===== config.mk =====
export PLATFORM = sky130hd
export DESIGN_NAME = nic_regfile
export DESIGN_NICKNAME = d
export VERILOG_FILES = /design/src/rtl/nic_regfile.sv
export SDC_FILE = /design/constraint.sdc
export NUM_CORES = 1
export LEC_CHECK = 0
export CAP_MARGIN = 10
export CORE_AREA = 4 4 142 144
export DETAILED_ROUTE_END_ITERATION = 8
export DIE_AREA = 0 0 146 148
export DONT_BUFFER_PORTS = 1
export PLACE_DENSITY = 0.76
export SLEW_MARGIN = 20
export SYNTH_ARGS = -nofsm -noshare
export SYNTH_HDL_FRONTEND = slang
export SYNTH_SLANG_ARGS = --single-unit

===== constraint.sdc =====
create_clock -name clk -period 3.8 [get_ports clk]
set_input_delay 0.38 -clock clk [delete_from_list [all_inputs] [get_ports clk]]
set_output_delay 0.38 -clock clk [all_outputs]
set_load 0.1 [all_outputs]

===== src/rtl/nic_regfile.sv =====
module nic_regfile #(
  parameter int BUF_END_PAGE = 128
) (
  input  logic        clk,
  input  logic        rst_n,
  input  logic [3:0]  reg_addr,
  input  logic        reg_wr,
  input  logic [7:0]  reg_wdata,
  output logic [7:0]  reg_rdata,
  input  logic [7:0]  evt_set,
  output logic        irq,
  output logic        tx_req,
  output logic [7:0]  ring_start,
  output logic [7:0]  ring_stop,
  output logic [7:0]  ring_bound,
  output logic [7:0]  cur_page,
  output logic [7:0]  tx_page,
  output logic [15:0] tx_count,
  output logic [15:0] rdma_addr,
  output logic [15:0] rdma_count,
  output logic [7:0]  rx_cfg,
  output logic [7:0]  data_cfg,
  output logic [47:0] station_addr,
  output logic [63:0] mcast_hash
);
  localparam int STA_BYTES  = 6;
  localparam int HASH_BYTES = 8;
  localparam logic [8:0] END_P = 9'(BUF_END_PAGE);

  logic [7:0] cmd_q, isr_q, imr_q, tsr_q, isr_nx;
  logic [7:0] sta  [STA_BYTES];
  logic [7:0] hash [HASH_BYTES];
  logic [5:0] idx;
  logic wr_cmd, wr_reg, go_tx, dma_kick, wide_ok, narrow_ok;

  assign idx       = {cmd_q[7:6], reg_addr};
  assign wr_cmd    = reg_wr && (reg_addr == 4'h0);
  assign wr_reg    = reg_wr && (reg_addr != 4'h0);
  assign go_tx     = wr_cmd && !reg_wdata[0] && reg_wdata[2];
  assign dma_kick  = wr_cmd && !reg_wdata[0] && (reg_wdata[3] || reg_wdata[4])
                     && (rdma_count == 16'h0);
  assign wide_ok   = {1'b0, reg_wdata} <= END_P;
  assign narrow_ok = {1'b0, reg_wdata} <  END_P;
  assign irq       = |(isr_q[6:0] & imr_q[6:0]);

  genvar g;
  generate
    for (g = 0; g < STA_BYTES; g++) begin : g_sta
      assign station_addr[8*g +: 8] = sta[g];
    end
    for (g = 0; g < HASH_BYTES; g++) begin : g_hash
      assign mcast_hash[8*g +: 8] = hash[g];
    end
  endgenerate

  always_comb begin
    isr_nx = isr_q;
    if (wr_reg && idx == 6'h07) isr_nx = isr_nx & ~{1'b0, reg_wdata[6:0]};
    if (wr_cmd && !reg_wdata[0]) isr_nx[7] = 1'b0;
    if (dma_kick) isr_nx[6] = 1'b1;
    if (go_tx)    isr_nx[1] = 1'b1;
    isr_nx = isr_nx | evt_set;
  end

  always_ff @(posedge clk) begin
    if (!rst_n) begin
      cmd_q      <= 8'h21;
      isr_q      <= 8'h80;
      imr_q      <= 8'h00;
      tsr_q      <= 8'h00;
      tx_req     <= 1'b0;
      ring_start <= 8'h00;
      ring_stop  <= 8'h00;
      ring_bound <= 8'h00;
      cur_page   <= 8'h00;
      tx_page    <= 8'h00;
      tx_count   <= 16'h0;
      rdma_addr  <= 16'h0;
      rdma_count <= 16'h0;
      rx_cfg     <= 8'h00;
      data_cfg   <= 8'h00;
      for (int i = 0; i < STA_BYTES; i++)  sta[i]  <= 8'h00;
      for (int i = 0; i < HASH_BYTES; i++) hash[i] <= 8'h00;
    end else begin
      isr_q  <= isr_nx;
      tx_req <= go_tx;
      if (wr_cmd) cmd_q <= go_tx ? (reg_wdata & 8'hFB) : reg_wdata;
      if (go_tx) tsr_q <= 8'h01;
      if (wr_reg) begin
        case (idx)
          6'h01: if (wide_ok)   ring_start <= reg_wdata;
          6'h02: if (wide_ok)   ring_stop  <= reg_wdata;
          6'h03: if (narrow_ok) ring_bound <= reg_wdata;
          6'h04: tx_page          <= reg_wdata;
          6'h05: tx_count[7:0]    <= reg_wdata;
          6'h06: tx_count[15:8]   <= reg_wdata;
          6'h08: rdma_addr[7:0]   <= reg_wdata;
          6'h09: rdma_addr[15:8]  <= reg_wdata;
          6'h0A: rdma_count[7:0]  <= reg_wdata;
          6'h0B: rdma_count[15:8] <= reg_wdata;
          6'h0C: rx_cfg           <= reg_wdata;
          6'h0E: data_cfg         <= reg_wdata;
          6'h0F: imr_q            <= reg_wdata;
          6'h11, 6'h12, 6'h13, 6'h14, 6'h15, 6'h16:
                 sta[3'(reg_addr[2:0] - 3'd1)] <= reg_wdata;
          6'h17: if (narrow_ok) cur_page <= reg_wdata;
          6'h18, 6'h19, 6'h1A, 6'h1B, 6'h1C, 6'h1D, 6'h1E, 6'h1F:
                 hash[reg_addr[2:0]] <= reg_wdata;
          default: ;
        endcase
      end
    end
  end

  always_comb begin
    reg_rdata = 8'h00;
    if (reg_addr == 4'h0) begin
      reg_rdata = cmd_q;
    end else begin
      case (idx)
        6'h03: reg_rdata = ring_bound;
        6'h04: reg_rdata = tsr_q;
        6'h07: reg_rdata = isr_q;
        6'h08: reg_rdata = rdma_addr[7:0];
        6'h09: reg_rdata = rdma_addr[15:8];
        6'h11, 6'h12, 6'h13, 6'h14, 6'h15, 6'h16:
               reg_rdata = sta[3'(reg_addr[2:0] - 3'd1)];
        6'h17: reg_rdata = cur_page;
        6'h18, 6'h19, 6'h1A, 6'h1B, 6'h1C, 6'h1D, 6'h1E, 6'h1F:
               reg_rdata = hash[reg_addr[2:0]];
        6'h21: reg_rdata = ring_start;
        6'h22: reg_rdata = ring_stop;
        default: reg_rdata = 8'h00;
      endcase
    end
  end
endmodule


==> results.md, run 1 <==
- For this run, design rule violations remaining after detail routing come to 0.
- The TritonCTS clock tree is built.
- The fraction of final layout cells sized beyond drive strength 1 is 21.71%.
- The launch point of the worst path is cmd_q[6]$_SDFFE_PN0P_.
- From left edge to right edge, the die measures about 150 µm.
- The number of post-CTS setup repair buffers is 0.
- The leakage component of the power is roughly 5.7 nW.
- For this configuration, the core starts out at a cell density of 63.32%.
- The via count is approximately 8,700.
- Entering global routing, the biggest net connects 147 pins.
- The via count of the first global-routing pass was 8,497.
- The pre-antenna-repair detailed-routing pass consisted of 5 iterations.
- The number of instances in the synthesized netlist is between 1,000 and 1,500.
- The total number of placement rows is 50.
- The count of nets left with antenna violations after detail routing is 0.
- The clock passes through at most 3 buffers.
- In the post-route analysis, the smallest setup slack over all paths is 0.4452 ns.
- The number of ports placed on the die boundary is about 250.
- The number of gates resized after cts is 0.
- The total power divided by cell area is 453.9 nW/µm².
- The latest clock arrival within the worst-skew pair is ~0.53 ns.
- The antenna cell count is 0.
- Of the synthesized area, sequential elements account for 54.26%.
- Clock-pin slew was measured on the worst setup and hold paths at roughly 0.060 ns.
- The worst register-to-register path ends at sta[0][3]$_SDFFCE_PN0P_.
- The number of antenna violations at the first check in global routing is 0.
- The die outline height is 148 µm.
- The maximum clock skew at final layout is between 0.01 and 0.015 ns.
- For this block, the initial DRC count from the detailed router was 1,143.
- The most critical setup path has its endpoint at reg_rdata[2].
- The overall overflow remaining after global route is 0.
- The kind of start point of the critical path is a register.
- The post-route minimum period is ~3.4 ns.
- Synthesis inferred 257 register bits.
- In this run the tightest slew margin relative to its limit is between 20% and 30%.
- The net count of the finished layout is about 1,100.
- Setup total negative slack on the finished layout was measured at 0 ns.
- The synthesized design contains about 130 enable-type register cells.
- The critical register-to-register path startpoint is cmd_q[6]$_SDFFE_PN0P_.
- Across the run, the number of max-cap violations was 0.
- A synthesized cell averages around 12 µm².
- The share of the clock period used by the worst path is slightly below 90%.
- The flow ran to the end, and the final reports show no timing, DRC or antenna violations.
- The global placer's final weighted congestion is 0.9510.
- The slowest library cell on the worst path is sky130_fd_sc_hd__dfxtp_1.
- The critical path goes through or3b_1 > nor2b_1 > a221oi_1 > o21ai_0 > o221a_2 > buf_12.
- On the worst path, the slowest cell contributes a delay of 0.57 ns.
- The area inside the core boundary is 18,710 µm².
- The worst-case setup slack after placement is 0.6534 ns.
- The clock drives 257 sinks.
- During placement, the flow inserted port buffers numbering 0.
- The data required time at the worst endpoint is 3.42 ns.
- Counting instances, the worst hold path has a depth of 2.
- The final-report hold violation count was 0.
- At the pin with the least slew margin, the transition time is 1.131 ns.
- The kind of end point of the critical path is a primary output.
- Using the TritonRoute via totals, the vias-per-cell ratio works out to approximately 6.4.
- The number of nets in the synthesized netlist is between 1,000 and 1,500.
- In the final routed layout, each cell accounts on average for 26.70 µm.
- The total setup violations reported at the end of the flow is 0.
- VDD sags by at most between 0.0003 and 0.0004 V.
- The root buffer cell chosen for the clock tree is sky130_fd_sc_hd__clkbuf_16.
- CTS built an H-tree with a depth of 1.
- The number of cell instances on the worst register-to-register path is 5.
- The number of fill cells is roughly 1,300.
- Setup repair after global routing left no endpoint under its margin.
- The wire length of the first global-routing pass is between 50 and 60 mm.
- Of all nets on the critical path, the largest fanout is 12.
- The total CTS buffers is 26.
- The library cells used most frequently in the layout, excluding fill and tap cells, are sky130_fd_sc_hd__dfxtp_1, sky130_fd_sc_hd__edfxtp_1, sky130_fd_sc_hd__buf_4, sky130_fd_sc_hd__mux2i_1, sky130_fd_sc_hd__nor2b_1.
- The arrival time at the worst endpoint is about 3.0 ns.
- Timing would allow up to just under 300 MHz.
- During synthesis, Yosys emitted a total of 0 warnings.
- The estimated wirelength of the detail-placed design is 24.26 mm.
- The cell area that synthesis handed to floorplanning was 11,840 µm².
- The final wirelength is between 30 and 40 mm.
- The most used flip-flop cell after synthesis is sky130_fd_sc_hd__dfxtp_1.
- The die covers between 20,000 and 25,000 µm².
- The final number of max-transition violations is 0.
- In the synthesized netlist the async set-or-reset flop fraction comes to 0%.
- The critical path in this run is classified as register to primary output.
- The area growth from synthesis to final layout is 17.96%.
- The number of distinct standard cells referenced by the synthesized netlist is a little under 70.
- The global-route total usage across every layer is 32.53%.
- The flop-to-flop setup slack is ~0.99 ns.
- In this run the worst hold path is classified as primary input to register.
- The leading cell type in the layout, fill and taps excluded is sky130_fd_sc_hd__dfxtp_1.
-- critical path, delay by kind of cell, from the launching register on --
family                 cells  cell delay (ns)
AOI/OAI and AO/OA          3             0.65
buffers and inverters      1             0.19
DFF                        1             0.57
and+or+nand+nor            2             1.03
-- how the worst min path moves through the flow --
stage                          startpoint                         end
finish                       reg_wdata[1]  rdma_count[9]$_SDFFE_PN0P_
global route                        rst_n  rdma_addr[10]$_SDFFE_PN0P_
CTS                                 rst_n         isr_q[0]$_SDFF_PN0_
detailed placement  tsr_q[0]$_SDFFE_PN0P_       tsr_q[0]$_SDFFE_PN0P_
global placement    tsr_q[0]$_SDFFE_PN0P_       tsr_q[0]$_SDFFE_PN0P_
floorplan           tsr_q[0]$_SDFFE_PN0P_       tsr_q[0]$_SDFFE_PN0P_
-- registers in the layout, indices dropped and copies added (netlist names), 16 cells and up --
register / count
rdma_count: 16
sta: 64
rdma_addr: 16
hash: 64
tx_count: 16
-- final cells by class --
type                    count  area [µm²]  area share (%)
inverters                  13       48.80          0.3493
repair buffers            158        1341           9.601
flip-flops and latches    257        6426           46.00
clock buffers              39       782.0           5.597
clock inverters             9       77.57          0.5553
well taps                 234       292.8           2.096
multi-input cells         648        5002           35.81
-- stage by stage --
step           utilization, %  std cells  power [mW]  hold WS (ns)  instance area (µm²)
3_5_place_dp            68.92       1288       3.826        0.4620                12890
2_1_floorplan               -       1001       3.749        0.4404                11840
6_report                74.69       1358       6.342       0.01908                13970
3_3_place_gp            68.92       1288       3.818        0.4521                12890
4_1_cts                 74.58       1356       6.350      0.001090                13950
5_1_grt                 74.69       1358       6.507      0.001614                13970
-- power breakdown --
group / total, mW / switching, mW / internal [mW]
clock network: 2.54 / 1.05 / 1.49
logic: 0.617 / 0.418 / 0.199
registers: 3.18 / 0.221 / 2.96
total: 6.34 / 1.69 / 4.65
-- cells by family (layout without fill, tap and decap cells) --
group,Yosys count,after routing,share of synthesized area [%]
buffers and inverters,96,219,3.571
AO/OA/AOI/OAI,128,128,8.673
XOR/XNOR,2,2,0.1479
adder cells (fa/ha/maj),5,5,0.5282
flip-flops,257,257,54.26
AND/OR/NAND/NOR,372,372,18.39
multiplexers,141,141,14.43
-- synth_stat cells (all sizes together) (6+ instances only) --
master,number,area share (%)
mux2i,110,9.3
and3,9,0.52
mux2,8,0.76
dfxtp,129,22
nor2b,106,5.6
buf,34,1.6
nand4,8,0.58
nor3b,7,0.62
a21oi,13,0.58
a21boi,23,1.5
a22o,6,0.44
a211oi,10,0.72
a22oi,13,0.82
o221a,7,0.67
o21a,6,0.38
nand2,51,1.6
edfxtp,128,32
nor4,10,0.58
a32oi,9,0.67
inv,13,0.41
nand3,24,1.3
o21ai,15,0.63
clkbuf,49,1.6
and2,82,4.3
nor2,45,1.4
mux4,23,4.4
nand2b,7,0.37
-- per-layer routing --
| metal | share of wire [%] | up-vias | track usage, % |
|---|---|---|---|
| met2 | 47 | 521 | 51.57 |
| li1 | - | 3819 | - |
| met4 | 3.6 | 0 | 10.63 |
| met3 | 12 | 95 | 10.30 |
| met5 | 0 | - | 0 |
| met1 | 38 | 4306 | 43.02 |
-- timing repair --
item	in CTS	in global routing
endpoints found under the setup margin	0	0
hold buffers	20	2
hold endpoints to repair	18	1
No activity file was read; power rests on OpenSTA's default activity.
==> inputs of run 2 (changes only) <==
--- a/config.mk
+++ b/config.mk
@@ -6,12 +6,14 @@
 export NUM_CORES = 1
 export LEC_CHECK = 0
 export CAP_MARGIN = 10
-export CORE_AREA = 4 4 142 144
+export CELL_PAD_IN_SITES_DETAIL_PLACEMENT = 0
+export CELL_PAD_IN_SITES_GLOBAL_PLACEMENT = 2
+export CORE_AREA = 4 4 175 177
 export DETAILED_ROUTE_END_ITERATION = 8
-export DIE_AREA = 0 0 146 148
+export DIE_AREA = 0 0 179 181
 export DONT_BUFFER_PORTS = 1
-export PLACE_DENSITY = 0.76
-export SLEW_MARGIN = 20
+export PLACE_DENSITY = 0.75
+export SLEW_MARGIN = 30
 export SYNTH_ARGS = -nofsm -noshare
 export SYNTH_HDL_FRONTEND = slang
 export SYNTH_SLANG_ARGS = --single-unit
==> results.md, run 2 (synthesis results as in run 1) <==
- The number of sinks driven by the clock tree was 257 (unchanged).
- Setup repair after global routing left no endpoint under its margin.
- The library cells used most frequently in the layout, excluding fill and tap cells, are sky130_fd_sc_hd__buf_4, sky130_fd_sc_hd__edfxtp_1, sky130_fd_sc_hd__dfxtp_1, sky130_fd_sc_hd__mux2i_1, sky130_fd_sc_hd__nor2b_1.
- The final number of max-transition violations was 0 (unchanged).
- The number of cells after detailed placement is 1,453 (+13%).
- The launch point of the worst path is cmd_q[6]$_SDFFE_PN0P_.
- The count of nets left with antenna violations after detail routing is 0 (unchanged).
- The internal power consumption is 4.721 mW (+1.6%).
- The antenna cell count is 0 (unchanged).
- The peak clock frequency supported by timing is 290.2 MHz (-2.6%).
- The number of violations reported at the end of detailed-routing iteration 0 is 846 (-26%).
- The worst ir drop on vdd is 0.0002704 V (-31%).
- The combinational fraction of design power is 11.0% (+1.3 points).
- The final wirelength is 43.40 mm (+20%).
- TritonCTS built the clock tree.
- The type of the most critical hold path is primary input to register.
- The leakage component of the power is 5.900 nW (+3.6%).
- The run finished with clean final reports.
- The total CTS buffers is 29 (+12%).
- The wire length per cell after detailed routing is 28.18 µm (+5.6%).
- CTS placed an instance of sky130_fd_sc_hd__clkbuf_16 at the clock tree root.
- The largest registers in the layout are hash (64), sta (64).
- The data required time at the worst endpoint is 3.42 ns (about the same).
- The number of maximum-capacitance violations is 0 (unchanged).
- The transition time of the tightest slew-check pin is 1.066 ns (-0.06438 ns).
- The fraction of final layout cells sized beyond drive strength 1 is 24.00% (+2.3 points).
- The clock group share of total power is 41.1% (+1.0 points).
- The area growth from synthesis to final layout is 22.72%.
- The die outline height was 181 µm (+22%).
- The die area is 32,400 µm² (+50%).
- The number of buffers inserted by port buffering is 0 (unchanged).
- The critical path is of the register to primary output type.
- The kind of start point of the critical path is a register.
- The fraction of power consumed by sequential logic came to 47.9% (-2.3 points).
- The maximum clock skew at final layout is 0.005398 ns (-0.007512 ns).
- The proportion of total power due to net switching came to 28.30% (+1.6 points).
- The horizontal die dimension is 179 µm (+23%).
- The estimated wirelength of the detail-placed design is 27.89 mm (+15%).
- The library cell used most frequently in the layout, excluding fill and tap cells, is sky130_fd_sc_hd__buf_4.
- The number of gates resized after cts is 0 (unchanged).
- The share of the core filled with cells came to 49.70% (-25 points).
- The biggest fanout along the worst timing path is 12 (unchanged).
- The clock tree buffer depth was 3 (unchanged).
- The share of the clock period used by the worst path came to 90.67% (+2.4 points).
- The pin count of the biggest net entering global routing is 76 (-48%).
- The total number of placement rows is 63 (+26%).
- The latest clock arrival within the worst-skew pair came to 0.55 ns (+0.02 ns).
- The final-report hold violation count is 0 (unchanged).
- The worst setup path is captured at a primary output.
- The detail-routed via count per cell is 5.625 (-13%).
- The startpoint identified for the worst register-to-register timing path is cmd_q[6]$_SDFFE_PN0P_.
- The global-route total usage across every layer is 25.77% (-6.8 points).
- The worst-case hold slack came to 0.01008 ns (-0.008998 ns).
- The number of ports placed on the die boundary was 249 (unchanged).
- The global placer's final weighted congestion is 0.8616 (-9.4%).
- The iteration count of the initial detailed-routing pass was 7 (+2).
- The area inside the core boundary was 29,240 µm² (+56%).
- The total power divided by cell area is 453.0 nW/µm² (-0.21%).
- The wire length of the first global-routing pass is 61.51 mm (+13%).
- The via count of the first global-routing pass is 8,395 (-1.2%).
- The worst-case setup margin in the final layout is 0.3547 ns (-0.09052 ns).
- The layout net count was 1,155 (+2.0%).
- The arrival time at the worst endpoint came to 3.07 ns (+0.10 ns).
- The startpoint identified for the worst hold timing path is reg_wdata[2].
- The clock-pin slew reported for the worst setup and hold paths after clock tree synthesis is 0.06 ns (about the same).
- The headroom to the max-slew limit is 28.68% (+4.2 points).
- The total setup violations reported at the end of the flow was 0 (unchanged).
- The starting density of the core is 40.50% (-23 points).
- The overall overflow remaining after global route is 0 (unchanged).
- The total negative slack for setup checks came to 0 ns (unchanged).
- The power dissipated by switching net loads came to 1.863 mW (+10%).
- The via count came to 8,663 (-0.89%).
- The post-route minimum period was 3.445 ns (+0.09052 ns).
- The number of standard cells in the final layout excluding fillers is 1,540 (+13%).
- The H-tree depth is 1 (unchanged).
- The number of DRC violations after detailed routing is 0 (unchanged).
- The worst-case setup slack after placement was 0.6463 ns (-0.007028 ns).
- The number of antenna violations at the first check in global routing came to 0 (unchanged).
[run 2: cell types whose count changed in the layout (fill, tap and decap cells not counted), sizes merged]
| cell | before | now |
|---|---|---|
| buf | 136 | 155 |
| clkinv | 4 | 13 |
| clkbuf | 39 | 36 |
| inv | 13 | 16 |
| clkinvlp | 4 | 2 |
[run 2: timing repair]
item	in CTS	in global routing
hold endpoints to repair	103	0
endpoints found under the setup margin	0	0
hold buffers	24	0
setup buffers	0	0
[run 2: worst max-delay path, cell delays in order, from the launching register on]
cell and delay (ns):
sky130_fd_sc_hd__dfxtp_1 0.62, sky130_fd_sc_hd__or3b_1 0.50, sky130_fd_sc_hd__a211oi_2 0.58, sky130_fd_sc_hd__a22oi_1 0.25, sky130_fd_sc_hd__nand4_1 0.15, sky130_fd_sc_hd__o221a_2 0.22
sky130_fd_sc_hd__buf_12 0.18
[run 2: worst paths after layout]
check	endpoint	slack, ns	cells past startpoint
worst max-delay path	reg_rdata[4]	0.35	6
worst min-delay path	rdma_addr[10]$_SDFFE_PN0P_	0.01	2
worst max register to register	sta[5][4]$_DFFE_PP_	0.66	4
worst min register to register	cmd_q[4]$_SDFFE_PN0P_	0.47	2
[run 2: area by class of cell]
class	count	area (µm²)
Multi-Input combinational cell	648	5012
Tap cell	390	488.0
Inverter	13	48.80
Clock inverter	19	126.4
Timing Repair Buffer	178	1640
Sequential cell	257	6431
Fill cell	2588	14710
Clock buffer	35	788.3
[run 2: layer usage]
layer  routed length, µm  global-route usage, %  vias up
li1                    -                      -     3877
met1               18630                  35.84     4352
met4                1121                  6.325        0
met3                4234                  8.642       63
met2               19420                  38.91      371
met5                   0                      0        -
[run 2: through the flow]
stage | power [mW] | area (µm²)
final | 6.585 | 14540
after global routing | 6.778 | 14540
after CTS | 6.605 | 14380
after detailed placement | 3.846 | 13190
after global placement | 3.837 | 13140
after floorplan | 3.749 | 11840
[run 2: power groups by stage]
stage | combinational [mW] | clock [mW] | sequential, mW
2_1_floorplan | 0.308 | 0 | 3.44
3_3_place_gp | 0.611 | 0 | 3.23
3_5_place_dp | 0.623 | 0 | 3.22
4_1_cts | 0.695 | 2.75 | 3.16
5_1_grt | 0.749 | 2.87 | 3.16
6_report | 0.722 | 2.71 | 3.15
==> inputs of run 3 (changes only) <==
--- a/config.mk
+++ b/config.mk
@@ -13,6 +13,7 @@
 export DIE_AREA = 0 0 179 181
 export DONT_BUFFER_PORTS = 1
 export PLACE_DENSITY = 0.75
+export REMOVE_ABC_BUFFERS = 1
 export SLEW_MARGIN = 30
 export SYNTH_ARGS = -nofsm -noshare
 export SYNTH_HDL_FRONTEND = slang
==> results.md, run 3 (synthesis results as in run 1) <==
- The data required time at the worst endpoint is 3.42 ns (about the same).
- The final wirelength came to 41.67 mm (-4.0%).
- The area taken by multi-input logic gates is 5012 µm² (unchanged).
- The headroom to the max-slew limit is 29.88% (+1.2 points).
- The estimated wirelength of the detail-placed design is 26.63 mm (-4.5%).
- The biggest fanout along the worst timing path is 12 (unchanged).
- The post-route minimum period is 3.398 ns (-0.04759 ns).
- The clock-pin slew reported for the worst setup and hold paths after clock tree synthesis is 0.07 ns (about the same).
- The beginning of the worst hold path is reg_wdata[3].
- The die area is 32,400 µm² (unchanged).
- The number of cell instances on the worst register-to-register path was 4 (unchanged).
- The share of the core filled with cells is 49.14% (-0.56 points).
- The leading cell type in the layout, fill and taps excluded is sky130_fd_sc_hd__buf_4.
- The horizontal die dimension came to 179 µm (unchanged).
- The worst-case setup slack after placement is 0.4461 ns (-0.2002 ns).
- The sequential cell area is 6434 µm² (about the same).
- The total power divided by cell area is 452.3 nW/µm² (-0.17%).
- The peak clock frequency supported by timing is 294.3 MHz (+1.4%).
- The clock tree buffer depth is 3 (unchanged).
- The iteration count of the initial detailed-routing pass is 5 (-2).
- The number of ports placed on the die boundary was 249 (unchanged).
- The share of the clock period used by the worst path is 89.41% (-1.3 points).
- The flow ran to the end, and the final reports show no timing, DRC or antenna violations.
- The global placer's final weighted congestion was 0.8618 (about the same).
- The number of gates resized after cts is 0 (unchanged).
- Traced cell by cell, the critical path runs through or3b_1 > a211oi_2 > a22oi_1 > nand4_1 > o221a_2 > buf_12.
- The setup path with the least slack is of type register to primary output.
- The number of violations reported at the end of detailed-routing iteration 0 is 741 (-12%).
- The antenna cell count is 0 (unchanged).
- The area growth from synthesis to final layout is 21.34%.
- The area inside the core boundary is 29,240 µm² (unchanged).
- The overall overflow remaining after global route came to 0 (unchanged).
- The total CTS buffers came to 28 (-3.4%).
- The cts-stage hold buffer count is 27 (+13%).
- The number of sinks driven by the clock tree came to 257 (unchanged).
- The H-tree depth was 1 (unchanged).
- The worst ir drop on vdd is 0.0003370 V (+25%).
- The largest individual stage delay along the critical path comes from the cell sky130_fd_sc_hd__dfxtp_1.
- The count of nets left with antenna violations after detail routing was 0 (unchanged).
- TritonCTS built the clock tree.
- The hold-critical path depth is 2 (unchanged).
- The wire length per cell after detailed routing was 27.13 µm (-3.7%).
- The critical register-to-register path startpoint is cmd_q[6]$_SDFFE_PN0P_.
- The stage delay of the slowest cell on the critical path is 0.59 ns (-0.03 ns).
- The final number of max-transition violations is 0 (unchanged).
- The starting density of the core came to 40.50% (unchanged).
- The wire length of the first global-routing pass is 59.80 mm (-2.8%).
- The total negative slack for setup checks is 0 ns (unchanged).
- The worst setup path is captured at a primary output.
- The number of post-CTS setup repair buffers is 0 (unchanged).
- The flop-to-flop setup slack is 0.77 ns (+0.11 ns).
- The kind of start point of the critical path is a register.
- The launch point of the worst path is cmd_q[6]$_SDFFE_PN0P_.
- The latest clock arrival within the worst-skew pair is 0.55 ns (about the same).
- The die outline height was 181 µm (unchanged).
- Setup repair after global routing left no endpoint under its margin.
- The via count of the first global-routing pass is 8,645 (+3.0%).
- The post-placement cell area was 13,210 µm² (+0.20%).
- The arrival time at the worst endpoint is 3.02 ns (-0.05 ns).
- The number of maximum-capacitance violations is 0 (unchanged).
- The number of buffers inserted by port buffering is 0 (unchanged).
- The top cell types in the final layout, fill and taps aside, are sky130_fd_sc_hd__buf_4, sky130_fd_sc_hd__edfxtp_1, sky130_fd_sc_hd__dfxtp_1, sky130_fd_sc_hd__mux2i_1, sky130_fd_sc_hd__nor2b_1.
- The global-route total usage across every layer is 24.88% (-0.89 points).
- The via count is 8,580 (-0.96%).
- The type of the most critical hold path is primary input to register.
- The total chip power was 6.500 mW (-1.3%).
- The total setup violations reported at the end of the flow came to 0 (unchanged).
- The number of fill cells is 2,633 (+1.7%).
- The fraction of final layout cells sized beyond drive strength 1 is 23.12% (-0.88 points).
- The pin count of the biggest net entering global routing is 114 (+50%).
- The number of antenna violations at the first check in global routing is 1 (+1).
- The total number of placement rows was 63 (unchanged).
- The layout net count is 1,154 (-0.087%).
- In the final layout, the registers with the most flip-flops are hash (64), sta (64).
- The maximum clock skew at final layout is 0.005990 ns (+0.0005920 ns).
- The transition time of the tightest slew-check pin is 1.052 ns (-0.01443 ns).
- The leakage component of the power came to 5.824 nW (-1.3%).
- The worst-case setup margin in the final layout is 0.4022 ns (+0.04759 ns).
- The detail-routed via count per cell is 5.586 (-0.70%).
- The final-report hold violation count was 0 (unchanged).
- The number of DRC violations after detailed routing is 0 (unchanged).
- The root cell of the clock tree is sky130_fd_sc_hd__clkbuf_16.
- The finished layout cell area is 14,370 µm² (-1.1%).
-- run 3: per-layer routing --
metal | vias up | part of all wire [%] | GRT usage, %
li1 | 3870 | - | -
met1 | 4266 | 42 | 33.42
met2 | 375 | 46 | 39.94
met3 | 69 | 9.1 | 6.298
met4 | 0 | 3.0 | 7.062
met5 | - | 0 | 0
-- run 3: layout make-up --
type,count,area share [%]
repair buffers,178,10.59
inverters,13,0.3395
multi-input cells,648,34.88
flip-flops and latches,257,44.77
well taps,390,3.395
clock inverters,10,0.6965
clock buffers,40,5.337
-- run 3: report_power, final --
part           internal [mW]  total (mW)  switching [mW]
clock network           1.53        2.64            1.11
logic                  0.213       0.711           0.498
registers               2.96        3.15           0.190
total                   4.70        6.50            1.80
-- run 3: worst max-delay path: cells and delay by family (launching register included) --
family | cells | cell delay, ns
AO/OA/AOI/OAI | 3 | 1.01
AND/OR/NAND/NOR | 2 | 0.68
flip-flops | 1 | 0.59
buffers and inverters | 1 | 0.18
-- run 3: per-stage QoR --
stage	std cells	hold WS, ns
after floorplan	918	0.4404
after global placement	1459	0.4494
after detailed placement	1459	0.4553
after CTS	1536	0.00004097
after global routing	1536	0.01540
final	1536	0.02789
-- run 3: final timing paths --
check | endpoint
worst min-delay path | cur_page[3]$_SDFFE_PN0P_
worst max-delay path | reg_rdata[4]
worst min register to register | cmd_q[4]$_SDFFE_PN0P_
worst max register to register | sta[5][6]$_DFFE_PP_
